--- config.mk ---
export PLATFORM = sky130hd
export DESIGN_NAME = selfsync_descrambler
export DESIGN_NICKNAME = d
export VERILOG_FILES = /design/src/rtl/desc_pkg.sv /design/src/rtl/desc_history.sv /design/src/rtl/desc_mixer.sv /design/src/rtl/desc_outreg.sv /design/src/rtl/selfsync_descrambler.sv
export SDC_FILE = /design/constraint.sdc
export NUM_CORES = 1
export LEC_CHECK = 0
export ABC_AREA = 1
export BUFFER_PORTS_ARGS = -buffer_cell sky130_fd_sc_hd__buf_2
export CAP_MARGIN = 25
export CORE_UTILIZATION = 25
export DETAILED_ROUTE_END_ITERATION = 10
export GPL_ROUTABILITY_DRIVEN = 0
export GPL_TIMING_DRIVEN = 0
export PLACE_DENSITY = 0.53
export SLEW_MARGIN = 20
export SYNTH_ARGS = -nofsm -noshare
export SYNTH_HDL_FRONTEND = slang
export SYNTH_SLANG_ARGS = --single-unit
--- constraint.sdc ---
create_clock -name clk -period 2.1 [get_ports clk]
set_input_delay 0.525 -clock clk [delete_from_list [all_inputs] [get_ports clk]]
set_output_delay 0.525 -clock clk [all_outputs]
set_load 0.1 [all_outputs]
--- src/rtl/desc_pkg.sv ---
package desc_pkg;

    localparam int HIST_LEN  = 7;
    localparam int TAP_NEAR  = 4;
    localparam int TAP_FAR   = 7;

    typedef enum logic {
        MODE_DESCRAMBLE = 1'b0,
        MODE_SCRAMBLE   = 1'b1
    } op_mode_e;

    typedef struct packed {
        logic vld;
        logic dat;
    } beat_t;

    function automatic logic tap_sum(input logic [HIST_LEN-1:0] hist,
                                     input int near_pos,
                                     input int far_pos);
        return hist[near_pos-1] ^ hist[far_pos-1];
    endfunction

endpackage

--- src/rtl/desc_history.sv ---
module desc_history
    import desc_pkg::*;
#(
    parameter int LEN = HIST_LEN
) (
    input  logic           clk,
    input  logic           rst,
    input  logic           clr,
    input  logic           shift_en,
    input  logic           feed_bit,
    output logic [LEN-1:0] hist
);

    localparam logic [LEN-1:0] EMPTY = '0;

    always_ff @(posedge clk) begin
        if (rst || clr) begin
            hist <= EMPTY;
        end else if (shift_en) begin
            hist <= {hist[LEN-2:0], feed_bit};
        end
    end

    p_idle_hold_r4: assert property (@(posedge clk) disable iff (rst)
        (!shift_en && !clr) |=> $stable(hist));

    p_clear_empty_r9: assert property (@(posedge clk) disable iff (rst)
        clr |=> (hist == EMPTY));

endmodule

--- src/rtl/desc_mixer.sv ---
module desc_mixer
    import desc_pkg::*;
#(
    parameter int LEN  = HIST_LEN,
    parameter int NEAR = TAP_NEAR,
    parameter int FAR  = TAP_FAR
) (
    input  logic           in_bit,
    input  op_mode_e       mode,
    input  logic [LEN-1:0] hist,
    output logic           out_bit,
    output logic           feed_bit
);

    logic taps;

    generate
        if (NEAR == FAR) begin : g_single_tap
            assign taps = 1'b0;
        end else begin : g_two_taps
            assign taps = tap_sum(hist, NEAR, FAR);
        end
    endgenerate

    always_comb begin
        out_bit = in_bit ^ taps;
        unique case (mode)
            MODE_SCRAMBLE:   feed_bit = out_bit;
            default:         feed_bit = in_bit;
        endcase
    end

endmodule

--- src/rtl/desc_outreg.sv ---
module desc_outreg
    import desc_pkg::*;
(
    input  logic  clk,
    input  logic  rst,
    input  logic  clr,
    input  beat_t nxt,
    output beat_t cur
);

    always_ff @(posedge clk) begin
        if (rst) begin
            cur <= '0;
        end else if (clr) begin
            cur.vld <= 1'b0;
        end else begin
            cur.vld <= nxt.vld;
            if (nxt.vld) begin
                cur.dat <= nxt.dat;
            end
        end
    end

    p_latency_r2: assert property (@(posedge clk) disable iff (rst)
        !clr |=> (cur.vld == $past(nxt.vld)));

    p_hold_dat_r2: assert property (@(posedge clk) disable iff (rst)
        (!nxt.vld || clr) |=> $stable(cur.dat));

    p_clear_drop_r9: assert property (@(posedge clk) disable iff (rst)
        clr |=> !cur.vld);

endmodule

--- src/rtl/selfsync_descrambler.sv ---
module selfsync_descrambler
    import desc_pkg::*;
#(
    parameter int LEN  = HIST_LEN,
    parameter int NEAR = TAP_NEAR,
    parameter int FAR  = TAP_FAR
) (
    input  logic clk,
    input  logic rst,
    input  logic clr_i,
    input  logic scr_mode_i,
    input  logic in_vld_i,
    input  logic in_dat_i,
    output logic out_vld_o,
    output logic out_dat_o
);

    logic [LEN-1:0] hist;
    logic           mix_bit;
    logic           feed_bit;
    op_mode_e       mode;
    beat_t          nxt_beat;
    beat_t          cur_beat;

    assign mode = op_mode_e'(scr_mode_i);

    desc_mixer #(.LEN(LEN), .NEAR(NEAR), .FAR(FAR)) u_mix (
        .in_bit  (in_dat_i),
        .mode    (mode),
        .hist    (hist),
        .out_bit (mix_bit),
        .feed_bit(feed_bit)
    );

    desc_history #(.LEN(LEN)) u_hist (
        .clk     (clk),
        .rst     (rst),
        .clr     (clr_i),
        .shift_en(in_vld_i),
        .feed_bit(feed_bit),
        .hist    (hist)
    );

    assign nxt_beat.vld = in_vld_i;
    assign nxt_beat.dat = mix_bit;

    desc_outreg u_out (
        .clk(clk),
        .rst(rst),
        .clr(clr_i),
        .nxt(nxt_beat),
        .cur(cur_beat)
    );

    assign out_vld_o = cur_beat.vld;
    assign out_dat_o = cur_beat.dat;

    p_feed_rx_r3: assert property (@(posedge clk) disable iff (rst)
        (in_vld_i && !clr_i && mode == MODE_DESCRAMBLE) |=> (hist[0] == $past(in_dat_i)));

    p_feed_tx_r8: assert property (@(posedge clk) disable iff (rst)
        (in_vld_i && !clr_i && mode == MODE_SCRAMBLE) |=> (hist[0] == out_dat_o));

    p_reset_idle_r1: assert property (@(posedge clk)
        rst |=> (!out_vld_o && !out_dat_o));

endmodule

==> flow_metrics.py <==
metrics = {
    "clock_network": {
        "number_of_levels_the_h_tree_was_split_into": 1,
        "insertion_delay_ns": 0.26,
        "tritoncts_clock_tree": "built",
        "cts.sinks": 9,
        "clock-root-buffer": "sky130_fd_sc_hd__clkbuf_4",
        "cts_buffers": 3,
        "cts_resized": 0,
        "clkTransAtPathRegs_ns": 0.06,
        "clock_tree.buffer_depth": 2,
        "cts_setup_buffers": 0,
        "cts.hold.buffers_added": 0,
    },
    "synth": {
        "area_of_the_mapped_netlist_sq_um": 347.8,
        "synth.distinct_cells": 9,
        "yosys_warnings": 0,
        "proportion_of_netlist_area_held_by_the_largest_area_contributor": 0.5180,
        "seq_cells_post_synth": 9,
        "yosys.cell_count.top_type": "sky130_fd_sc_hd__nand2_1",
        "synthesis.nets": 54,
        "yosys-top-cells-area": "sky130_fd_sc_hd__dfxtp_1 52%, sky130_fd_sc_hd__nand2_1 14%, sky130_fd_sc_hd__a21oi_1 10%",
        "post-synth-top-area-cell": "sky130_fd_sc_hd__dfxtp_1",
        "synth-seq-area-share": 0.5180,
        "synthArstFlopShare": 0,
        "yosys-top-cells-count": "13 x sky130_fd_sc_hd__nand2_1, 9 x sky130_fd_sc_hd__dfxtp_1, 7 x sky130_fd_sc_hd__a21oi_1",
        "avgSynthCellArea_sq_um": 7.247,
        "number_of_enable_type_register_cells_in_the_synthesized_netlist": 0,
        "post_synth_inst_count": 48,
        "synth_ff_type": "sky130_fd_sc_hd__dfxtp_1",
    },
    "worst_setup_path": {
        "cell_family_with_most_cp_delay": "buffers and inverters",
        "rr_worst_depth": 6,
        "cp_cell_sequence": "buf_2",
        "critPathLaunchType": "flop",
        "r2r-end": "u_hist.hist[0]",
        "critPathMaxFanout": 2,
        "crit_arrival_ns": 1.02,
        "timing.reg2reg.setup_slack_ns": 1.25,
        "critical_path.n_buffers_inverters": 1,
        "critical_path_required_ns": 1.57,
        "rr_startpoint": "u_hist.hist[6]",
        "cpMaxStageDelayCell": "sky130_fd_sc_hd__buf_2",
        "critPathCaptureType": "primary output",
        "slowest_delay_ns": 0.42,
        "crit_type": "reg2out",
    },
    "floorplan": {
        "die-height_um": 39.30,
        "start_util": 0.2673,
        "rows": 13,
        "core_ar_sq_um": 1301,
        "top_level_port_count": 8,
        "die_area_sq_um": 1544,
        "die_w_um": 39.30,
    },
    "route": {
        "detail_route.iter0.violations": 7,
        "route.detailed.wl_per_inst_um": 7.919,
        "post-route-drc-count": 0,
        "route.vias.total": 308,
        "vias_per_cell": 4.162,
        "detail_route_antenna_nets": 0,
        "route.final.wire_length_um": 586,
        "drt-pass1-iter-count": 4,
    },
    "layout": {
        "layout-area-overhead-vs-synth_pct": 23.02,
        "fraction_of_layout_instances_using_a_drive_strength_above_1": 0.2203,
        "finalNetCount": 66,
        "n_fill_cell": 145,
        "post-route-cell-area_sq_um": 427.9,
        "n_antenna_cell": 0,
        "share_of_the_core_filled_with_cells": 0.3288,
    },
    "timing": {
        "skew_ns": 0.009921,
        "tns_ns": 0,
        "fraction_of_the_cycle_the_final_worst_path_needs": 0.7342,
        "grt_setup_unrepaired": "false",
        "setup_viol": 0,
        "relSlewSlack": 0.6809,
        "period_minus_slack_ns": 1.542,
        "max_slew.worst_pin.slew_ns": 0.4819,
        "maxSlewViolCount": 0,
        "max_freq_ghz": 0.6486,
        "hold_viol_final": 0,
    },
    "worst_hold_path": {
        "timing.hold.worst_endpoint": "u_hist.hist[5]",
        "worstHoldPathCells": 2,
        "hold_path_startpoint": "u_hist.hist[5]",
        "hp_class": "reg2reg",
    },
    "flow_run": {
        "max_cap_violations": 0,
    },
    "power_and_ir_drop": {
        "vdd_drop_max_mv": 0.3458,
        "power_leakage_nw": 0.1891,
        "report.power.total_mw": 0.3529,
        "power-per-cell-area_nw_per_um2": 824.6,
    },
    "grt": {
        "gr-total-overflow": 0,
        "global_route.usage.total": 0.09666,
        "grt_max_degree": 11,
        "grt_first_pass_wirelength_um": 952,
        "grt_pass1_vias": 245,
        "antenna_violations_before_repair": 0,
    },
    "status": {
        "status": "completed",
    },
    "place": {
        "io_buffer_count": 7,
        "placement.cell_area_sq_um": 401.6,
        "post-dp-hpwl_um": 457.7,
    },
}
-- worst max path at each step --
stage                      start        end  cells past startpoint
finish              u_out.cur[0]  out_dat_o                      1
global route        u_out.cur[0]  out_dat_o                      1
CTS                 u_out.cur[0]  out_dat_o                      1
detailed placement  u_out.cur[0]  out_dat_o                      1
global placement    u_out.cur[0]  out_dat_o                      1
floorplan           u_out.cur[0]  out_dat_o                      0
-- flip-flops by register name, summed over array words and instances (netlist names) --
| signal | cells |
|---|---|
| u_hist.hist | 7 |
| u_out.cur | 2 |
-- cell usage in the layout (no fill, tap or decap) --
| cell | count |
|---|---|
| sky130_fd_sc_hd__nand2_1 | 13 |
| sky130_fd_sc_hd__dfxtp_1 | 9 |
| sky130_fd_sc_hd__a21oi_1 | 7 |
| sky130_fd_sc_hd__buf_2 | 7 |
| sky130_fd_sc_hd__inv_1 | 5 |
| sky130_fd_sc_hd__nor2_1 | 5 |
| sky130_fd_sc_hd__o21ai_0 | 4 |
| sky130_fd_sc_hd__clkbuf_4 | 3 |
| sky130_fd_sc_hd__nand3_1 | 2 |
| sky130_fd_sc_hd__nor2_2 | 2 |
| sky130_fd_sc_hd__inv_2 | 1 |
| sky130_fd_sc_hd__clkbuf_1 | 1 |
-- through the flow --
stage,setup WS (ns),instances,hold WS (ns)
final,0.5582,74,0.4634
after global routing,0.5006,74,0.4855
after CTS,0.5525,74,0.4683
after detailed placement,0.8420,70,0.4516
after global placement,0.8408,70,0.4496
after floorplan,0.6501,48,0.4332
-- report_power, final --
part	leakage (nW)	switching (mW)	internal (mW)
registers	0.0733	0.00216	0.176
logic	0.101	0.0329	0.0118
clock network	0.0150	0.0571	0.0730
total	0.189	0.0921	0.261
-- final cells by class --
class / count / area (sq um) / area share
sequential: 9 / 180.2 / 0.4211
multi-input combinational: 33 / 145.1 / 0.3392
clock buffer: 4 / 26.28 / 0.06140
inverter: 6 / 22.52 / 0.05263
tap: 15 / 18.77 / 0.04386
timing repair buffer: 7 / 35.03 / 0.08187
-- cell families after synthesis --
| logic type | Yosys count | synth area share |
|---|---|---|
| AOI/OAI and AO/OA | 11 | 0.1583 |
| buffers and inverters | 6 | 0.06474 |
| DFF | 9 | 0.5180 |
| and+or+nand+nor | 22 | 0.2590 |
-- routing by layer --
layer  part of all wire  track usage  up-vias
li1                   -            -      175
met1               0.52       0.1294      126
met2               0.38       0.1208        7
met3              0.092      0.08523        0
met4                  0            0        0
met5                  0            0        -
-- worst register-to-register path: cells and delay by family, from the launching register on --
family	cells	cell delay [ns]
buffers and inverters	1	0.05
AOI/OAI and AO/OA	1	0.13
DFF	1	0.32
and+or+nand+nor	4	0.28
No activity file was read; power rests on OpenSTA's default activity.
